File: src/rtl/pcseq_pkg.sv
package pcseq_pkg;

    // Control class presented by the decoder
    typedef enum logic [1:0] {
        CLS_SEQ    = 2'd0,
        CLS_JUMP   = 2'd1,
        CLS_BRANCH = 2'd2,
        CLS_SKIP   = 2'd3
    } ctl_class_e;

    // Status byte positions that the branch logic depends on
    localparam int unsigned NEG_POS  = 2;
    localparam int unsigned OVF_POS  = 3;
    localparam int unsigned SIGN_POS = 4;

    localparam int unsigned STALL_W  = 2;

endpackage

File: src/rtl/pcseq_cond.sv
module pcseq_cond #(
    parameter int unsigned STAT_W = 8,
    localparam int unsigned SEL_W = $clog2(STAT_W)
) (
    input  logic [STAT_W-1:0] status,
    input  logic [SEL_W-1:0]  bit_sel,
    input  logic              take_if_set,
    output logic              taken
);
    import pcseq_pkg::*;

    logic [STAT_W-1:0] eff_status;

    // The signed-test position is rebuilt from negative and overflow,
    // so a stale stored value cannot steer a branch.
    always_comb begin
        eff_status = status;
        eff_status[SIGN_POS] = status[NEG_POS] ^ status[OVF_POS];
    end

    assign taken = (eff_status[bit_sel] == take_if_set);

endmodule

File: src/rtl/pcseq_target.sv
module pcseq_target #(
    parameter int unsigned PC_W  = 12,
    parameter int unsigned OFF_W = 12
) (
    input  logic [PC_W-1:0]  pc,
    input  logic [OFF_W-1:0] off,
    output logic [PC_W-1:0]  target
);
    logic [PC_W-1:0] off_ext;

    generate
        if (OFF_W < PC_W) begin : g_extend
            assign off_ext = {{(PC_W-OFF_W){off[OFF_W-1]}}, off};
        end else begin : g_trim
            assign off_ext = off[PC_W-1:0];
        end
    endgenerate

    // The sum wraps at 2**PC_W words
    assign target = pc + off_ext + PC_W'(1);

endmodule

File: src/rtl/pcseq_skip.sv
module pcseq_skip #(
    parameter int unsigned PC_W = 12
) (
    input  logic [PC_W-1:0]  pc,
    input  logic             skip_hit,
    input  logic             next_is_long,
    output logic [PC_W-1:0]  skip_pc,
    output logic [pcseq_pkg::STALL_W-1:0] skip_stall
);
    import pcseq_pkg::*;

    always_comb begin
        if (!skip_hit) begin
            skip_pc    = pc + PC_W'(1);
            skip_stall = STALL_W'(0);
        end else if (next_is_long) begin
            skip_pc    = pc + PC_W'(3);
            skip_stall = STALL_W'(2);
        end else begin
            skip_pc    = pc + PC_W'(2);
            skip_stall = STALL_W'(1);
        end
    end

endmodule

File: src/rtl/pcseq_unit.sv
module pcseq_unit #(
    parameter int unsigned PC_W   = 12,
    parameter int unsigned JOFF_W = 12,
    parameter int unsigned BOFF_W = 7,
    parameter int unsigned STAT_W = 8,
    localparam int unsigned SEL_W = $clog2(STAT_W),
    localparam int unsigned ST_W  = pcseq_pkg::STALL_W
) (
    input  logic              clk,
    input  logic              rst_n,
    input  logic              in_valid,
    input  logic [PC_W-1:0]   pc_in,
    input  logic [1:0]        ctl_class,
    input  logic [JOFF_W-1:0] offset,
    input  logic [STAT_W-1:0] status,
    input  logic [SEL_W-1:0]  bit_sel,
    input  logic              take_if_set,
    input  logic              skip_hit,
    input  logic              next_is_long,
    output logic              out_valid,
    output logic [PC_W-1:0]   next_pc,
    output logic [ST_W-1:0]   stall
);
    import pcseq_pkg::*;

    ctl_class_e      cls;
    logic            br_taken;
    logic [PC_W-1:0] jump_pc, branch_pc, skip_pc, seq_pc;
    logic [ST_W-1:0] skip_stall;
    logic [PC_W-1:0] nxt_pc;
    logic [ST_W-1:0] nxt_stall;

    assign cls    = ctl_class_e'(ctl_class);
    assign seq_pc = pc_in + PC_W'(1);

    pcseq_cond #(.STAT_W(STAT_W)) i_cond (
        .status      (status),
        .bit_sel     (bit_sel),
        .take_if_set (take_if_set),
        .taken       (br_taken)
    );

    pcseq_target #(.PC_W(PC_W), .OFF_W(JOFF_W)) i_jump_tgt (
        .pc     (pc_in),
        .off    (offset),
        .target (jump_pc)
    );

    pcseq_target #(.PC_W(PC_W), .OFF_W(BOFF_W)) i_branch_tgt (
        .pc     (pc_in),
        .off    (offset[BOFF_W-1:0]),
        .target (branch_pc)
    );

    pcseq_skip #(.PC_W(PC_W)) i_skip (
        .pc           (pc_in),
        .skip_hit     (skip_hit),
        .next_is_long (next_is_long),
        .skip_pc      (skip_pc),
        .skip_stall   (skip_stall)
    );

    // Output selection by control class
    always_comb begin
        unique case (cls)
            CLS_JUMP: begin
                nxt_pc    = jump_pc;
                nxt_stall = ST_W'(1);
            end
            CLS_BRANCH: begin
                nxt_pc    = br_taken ? branch_pc : seq_pc;
                nxt_stall = br_taken ? ST_W'(1) : ST_W'(0);
            end
            CLS_SKIP: begin
                nxt_pc    = skip_pc;
                nxt_stall = skip_stall;
            end
            default: begin
                nxt_pc    = seq_pc;
                nxt_stall = ST_W'(0);
            end
        endcase
    end

    // Result register
    always_ff @(posedge clk) begin
        if (!rst_n) begin
            out_valid <= 1'b0;
            next_pc   <= '0;
            stall     <= '0;
        end else begin
            out_valid <= in_valid;
            if (in_valid) begin
                next_pc <= nxt_pc;
                stall   <= nxt_stall;
            end
        end
    end

endmodule

File: config.mk
export PLATFORM = sky130hd
export DESIGN_NAME = pcseq_unit
export DESIGN_NICKNAME = d
export VERILOG_FILES = /design/src/rtl/pcseq_pkg.sv /design/src/rtl/pcseq_cond.sv /design/src/rtl/pcseq_target.sv /design/src/rtl/pcseq_skip.sv /design/src/rtl/pcseq_unit.sv
export SDC_FILE = /design/constraint.sdc
export NUM_CORES = 1
export LEC_CHECK = 0
export BUFFER_PORTS_ARGS = -buffer_cell sky130_fd_sc_hd__buf_2
export CAP_MARGIN = 10
export CORE_MARGIN = 1.5
export CORE_UTILIZATION = 40
export DETAILED_ROUTE_END_ITERATION = 8
export GPL_ROUTABILITY_DRIVEN = 0
export HOLD_SLACK_MARGIN = 0.03
export PLACE_DENSITY = 0.63
export SYNTH_ARGS = -nofsm -noshare
export SYNTH_HDL_FRONTEND = slang
export SYNTH_SLANG_ARGS = --single-unit
File: constraint.sdc
create_clock -name clk -period 3.34 [get_ports clk]
set_input_delay 0.668 -clock clk [delete_from_list [all_inputs] [get_ports clk]]
set_output_delay 0.668 -clock clk [all_outputs]
set_load 0.01 [all_outputs]
==> summary.txt <==
Outcome: finished clean
Clock share of power: 20.5%
H-tree depth: 1
Max-cap viol count: 0
Vias in the first global route: 1981
Reg2reg path depth: 4
Port bufs: 56
Worst hold endpoint: next_pc[1]
Vias: 2206
Number of setup buffers added after CTS: 0
WHS Path Cells: 1
Final WL: 5.668 mm
FILL cells: 561
RR Endpoint: next_pc[10]
Initial core utilization: 41.97%
Fmax: 0.3524 GHz
Cts repair resizes: 0
Fin Setup TNS: 0 ns
Synth Cell Area: 2157 µm²
Core area: 5140 µm²
Cts bufs inserted: 3
Hold-fix buffers at CTS: 0
CTS tree: done
Startpoint types: primary input
WS Path Type: in2reg
CTS Buffer Depth: 2
Min-delay src: next_pc[1]
Switching pwr: 260.0 µW
Seq/Total Area, Yosys: 13.92%
HP Class: reg2reg
Worst-Margin Slew: 0.6561 ns
Worst Path Max Fanout: 7
Max incr delay on CP: 0.42 ns
RSZ-0062 raised after global routing: false
Pwr Total: 699.5 µW
Max VDD drop: 0.1559 mV
Post-DP HPWL: 4.667 mm
Ys flop type: dfxtp_1
Critical path endpoint category: register
Synth cell types: 55
RR Startpoint: next_pc[10]
Number of synthesized flops with an enable pin: 0
Crit path DAT: 2.98 ns
Ports: 58
Pwr/cell area: 278.3 nW/µm²
Leakage: 1.081 nW
Period minus WS final: 2.838 ns
Syn Area/Cell: 7.731 µm²
Global-route wire length before repair: 9.218 mm
Fraction of registers with async set/reset: 0%
CP max-delay cell: fa_1
Synth Register Bits: 15
Die Height: 76.44 µm
Syn_nets: 342
Largest net degree at the start of global routing: 27
Crit path cell chain: buf_2, inv_1, ha_1, inv_1, fa_1, a211oi_1, o21ai_0, a31o_2, a31oi_1, xnor2_1, nand3_1, o311ai_1
DR WL/cell: 14.28 µm
CTS root buffer: clkbuf_8
Antenna-violating nets left: 0
Final Skew: 0 ns
Critical Path Most Common Cell: inv_1
Drt pass-1 iters: 4
Total gr overflow: 0
Hold Fails Final Rpt: 0
Critical Path RT: 3.48 ns
Clock Sink Count: 15
# DRC: 0
Slew Limit Fails: 0
Worst-Skew Late Latency: 0.24 ns
Worst relative slew slack: 55.13%
Period utilization: 84.96%
Detail-routed via count per cell: 5.557
Nets: 391
CTS clk-pin slew, worst paths: 0.06 ns
Comb power frac: 50.7%
Die Width: 76.44 µm
R2R setup slack: 2.30 ns
Antenna violations before repair: 0
Layout cell share with drive strength beyond 1: 22.02%
Synth Instances: 279
FP Rows: 26
Sequential power share: 28.9%
Ys Warns: 0
Die area: 5842 µm²
Net Sw Frac: 37.17%
Cell-internal power: 439.5 µW
N_diodes: 0
Syn-to-layout area delta: 16.53%
Starting DRT DRC Count: 151
Final Setup Violations: 0
Final Util: 48.90%
Overall Global Routing Usage: 19.32%
[power by group through the flow]
stage	logic, mW	clock network [mW]	registers, mW
6_report	0.354	0.143	0.202
2_1_floorplan	0.241	0	0.214
5_1_grt	0.391	0.162	0.204
3_3_place_gp	0.350	0	0.205
3_5_place_dp	0.352	0	0.206
4_1_cts	0.353	0.149	0.202
[synth_stat cells (all sizes together), types with 5 or more instances]
cell	n	area, µm²
a31oi	9	56.30
a21o	5	37.54
o21ai	23	115.1
nor2b	6	37.54
inv	9	33.78
nand3	18	90.09
clkbuf	7	26.28
ha	19	237.7
xnor2	21	183.9
nand2	21	78.83
nor2	21	78.83
nor3	5	25.02
a21oi	13	65.06
buf	6	37.53
or3	5	33.78
xor2	13	132.6
o21a	6	45.04
dfxtp	15	300.3
[layout by cell type, fill, tap and decap left out, types with 2 or more instances in the layout]
master | synthesis | layout
mux2_2 | 2 | 2
a21o_1 | 5 | 5
or3_1 | 3 | 3
a21oi_1 | 13 | 13
a31oi_1 | 9 | 9
o211ai_1 | 4 | 4
and3_1 | 2 | 2
o21ai_0 | 23 | 23
nor2_1 | 21 | 21
nand3_1 | 18 | 18
nand2_1 | 21 | 21
dfxtp_1 | 15 | 15
xnor2_1 | 21 | 21
nor4_1 | 2 | 2
o221ai_1 | 2 | 2
or3_2 | 2 | 2
a41oi_1 | 2 | 2
o21bai_1 | 3 | 3
ha_1 | 19 | 19
clkbuf_8 | 0 | 3
inv_1 | 9 | 9
nand2b_1 | 4 | 4
nor3_1 | 5 | 5
a21boi_0 | 4 | 4
xor2_1 | 12 | 12
buf_2 | 3 | 56
a211oi_1 | 3 | 3
nand4_1 | 2 | 2
a2bb2oi_1 | 2 | 2
o21a_1 | 6 | 6
nor2b_1 | 6 | 6
a31o_2 | 2 | 2
mux4_2 | 3 | 3
[logic make-up (layout without fill, tap and decap cells)]
group,after synthesis,in the layout,synth area share [%]
AOI/OAI and AO/OA,91,91,28.31
and+or+nand+nor,88,88,19.55
xor gates and xnor gates,34,34,14.68
buffers and inverters,23,71,4.698
adders and majority gates,20,20,11.95
DFF,15,15,13.92
muxes,8,8,6.902
[critical path: cells and delay by family]
kind	cells	cell delay, ns
AND/OR/NAND/NOR	1	0.10
XOR/XNOR	1	0.16
adder cells (fa/ha/maj)	2	0.61
AO/OA/AOI/OAI	5	1.14
buffers and inverters	3	0.30
[layout make-up]
cell class	count	area, µm²	share of cell area [%]
Multi-Input combinational cell	241	1755	69.84
Inverter	10	37.54	1.493
Clock buffer	4	45.04	1.792
Tap cell	70	87.58	3.484
Timing Repair Buffer	57	287.8	11.45
Sequential cell	15	300.3	11.95
[flip-flops by register name, summed over array words and instances, names as in the netlist]
signal,flops
next_pc,12
stall,2
out_valid,1
[how the worst max path moves through the flow]
stage                             end  startpoint  cells after the start
after detailed placement  next_pc[10]    pc_in[0]                     12
final                     next_pc[10]    pc_in[0]                     12
after global routing      next_pc[10]    pc_in[0]                     12
after global placement    next_pc[10]    pc_in[0]                     12
after CTS                 next_pc[10]    pc_in[0]                     12
after floorplan           next_pc[10]    pc_in[0]                     11
[layer usage]
metal | vias to the layer above | wire [µm] | GRT usage (%)
li1 | 1135 | - | -
met1 | 1008 | 2745 | 27.54
met2 | 59 | 2579 | 30.54
met3 | 4 | 284 | 1.916
met4 | 0 | 59 | 5.926
met5 | - | 0 | 0
[stage by stage]
stage	hold slack, ns	cells	setup slack [ns]	instance area (µm²)
2_1_floorplan	0.4833	279	0.7335	2157
3_3_place_gp	0.4437	393	0.3492	2469
3_5_place_dp	0.4557	393	0.2555	2469
4_1_cts	0.4693	397	0.5090	2514
5_1_grt	0.4978	397	0.3164	2514
6_report	0.4638	397	0.5024	2514
Note: power is estimated with default switching activity, not from simulation.
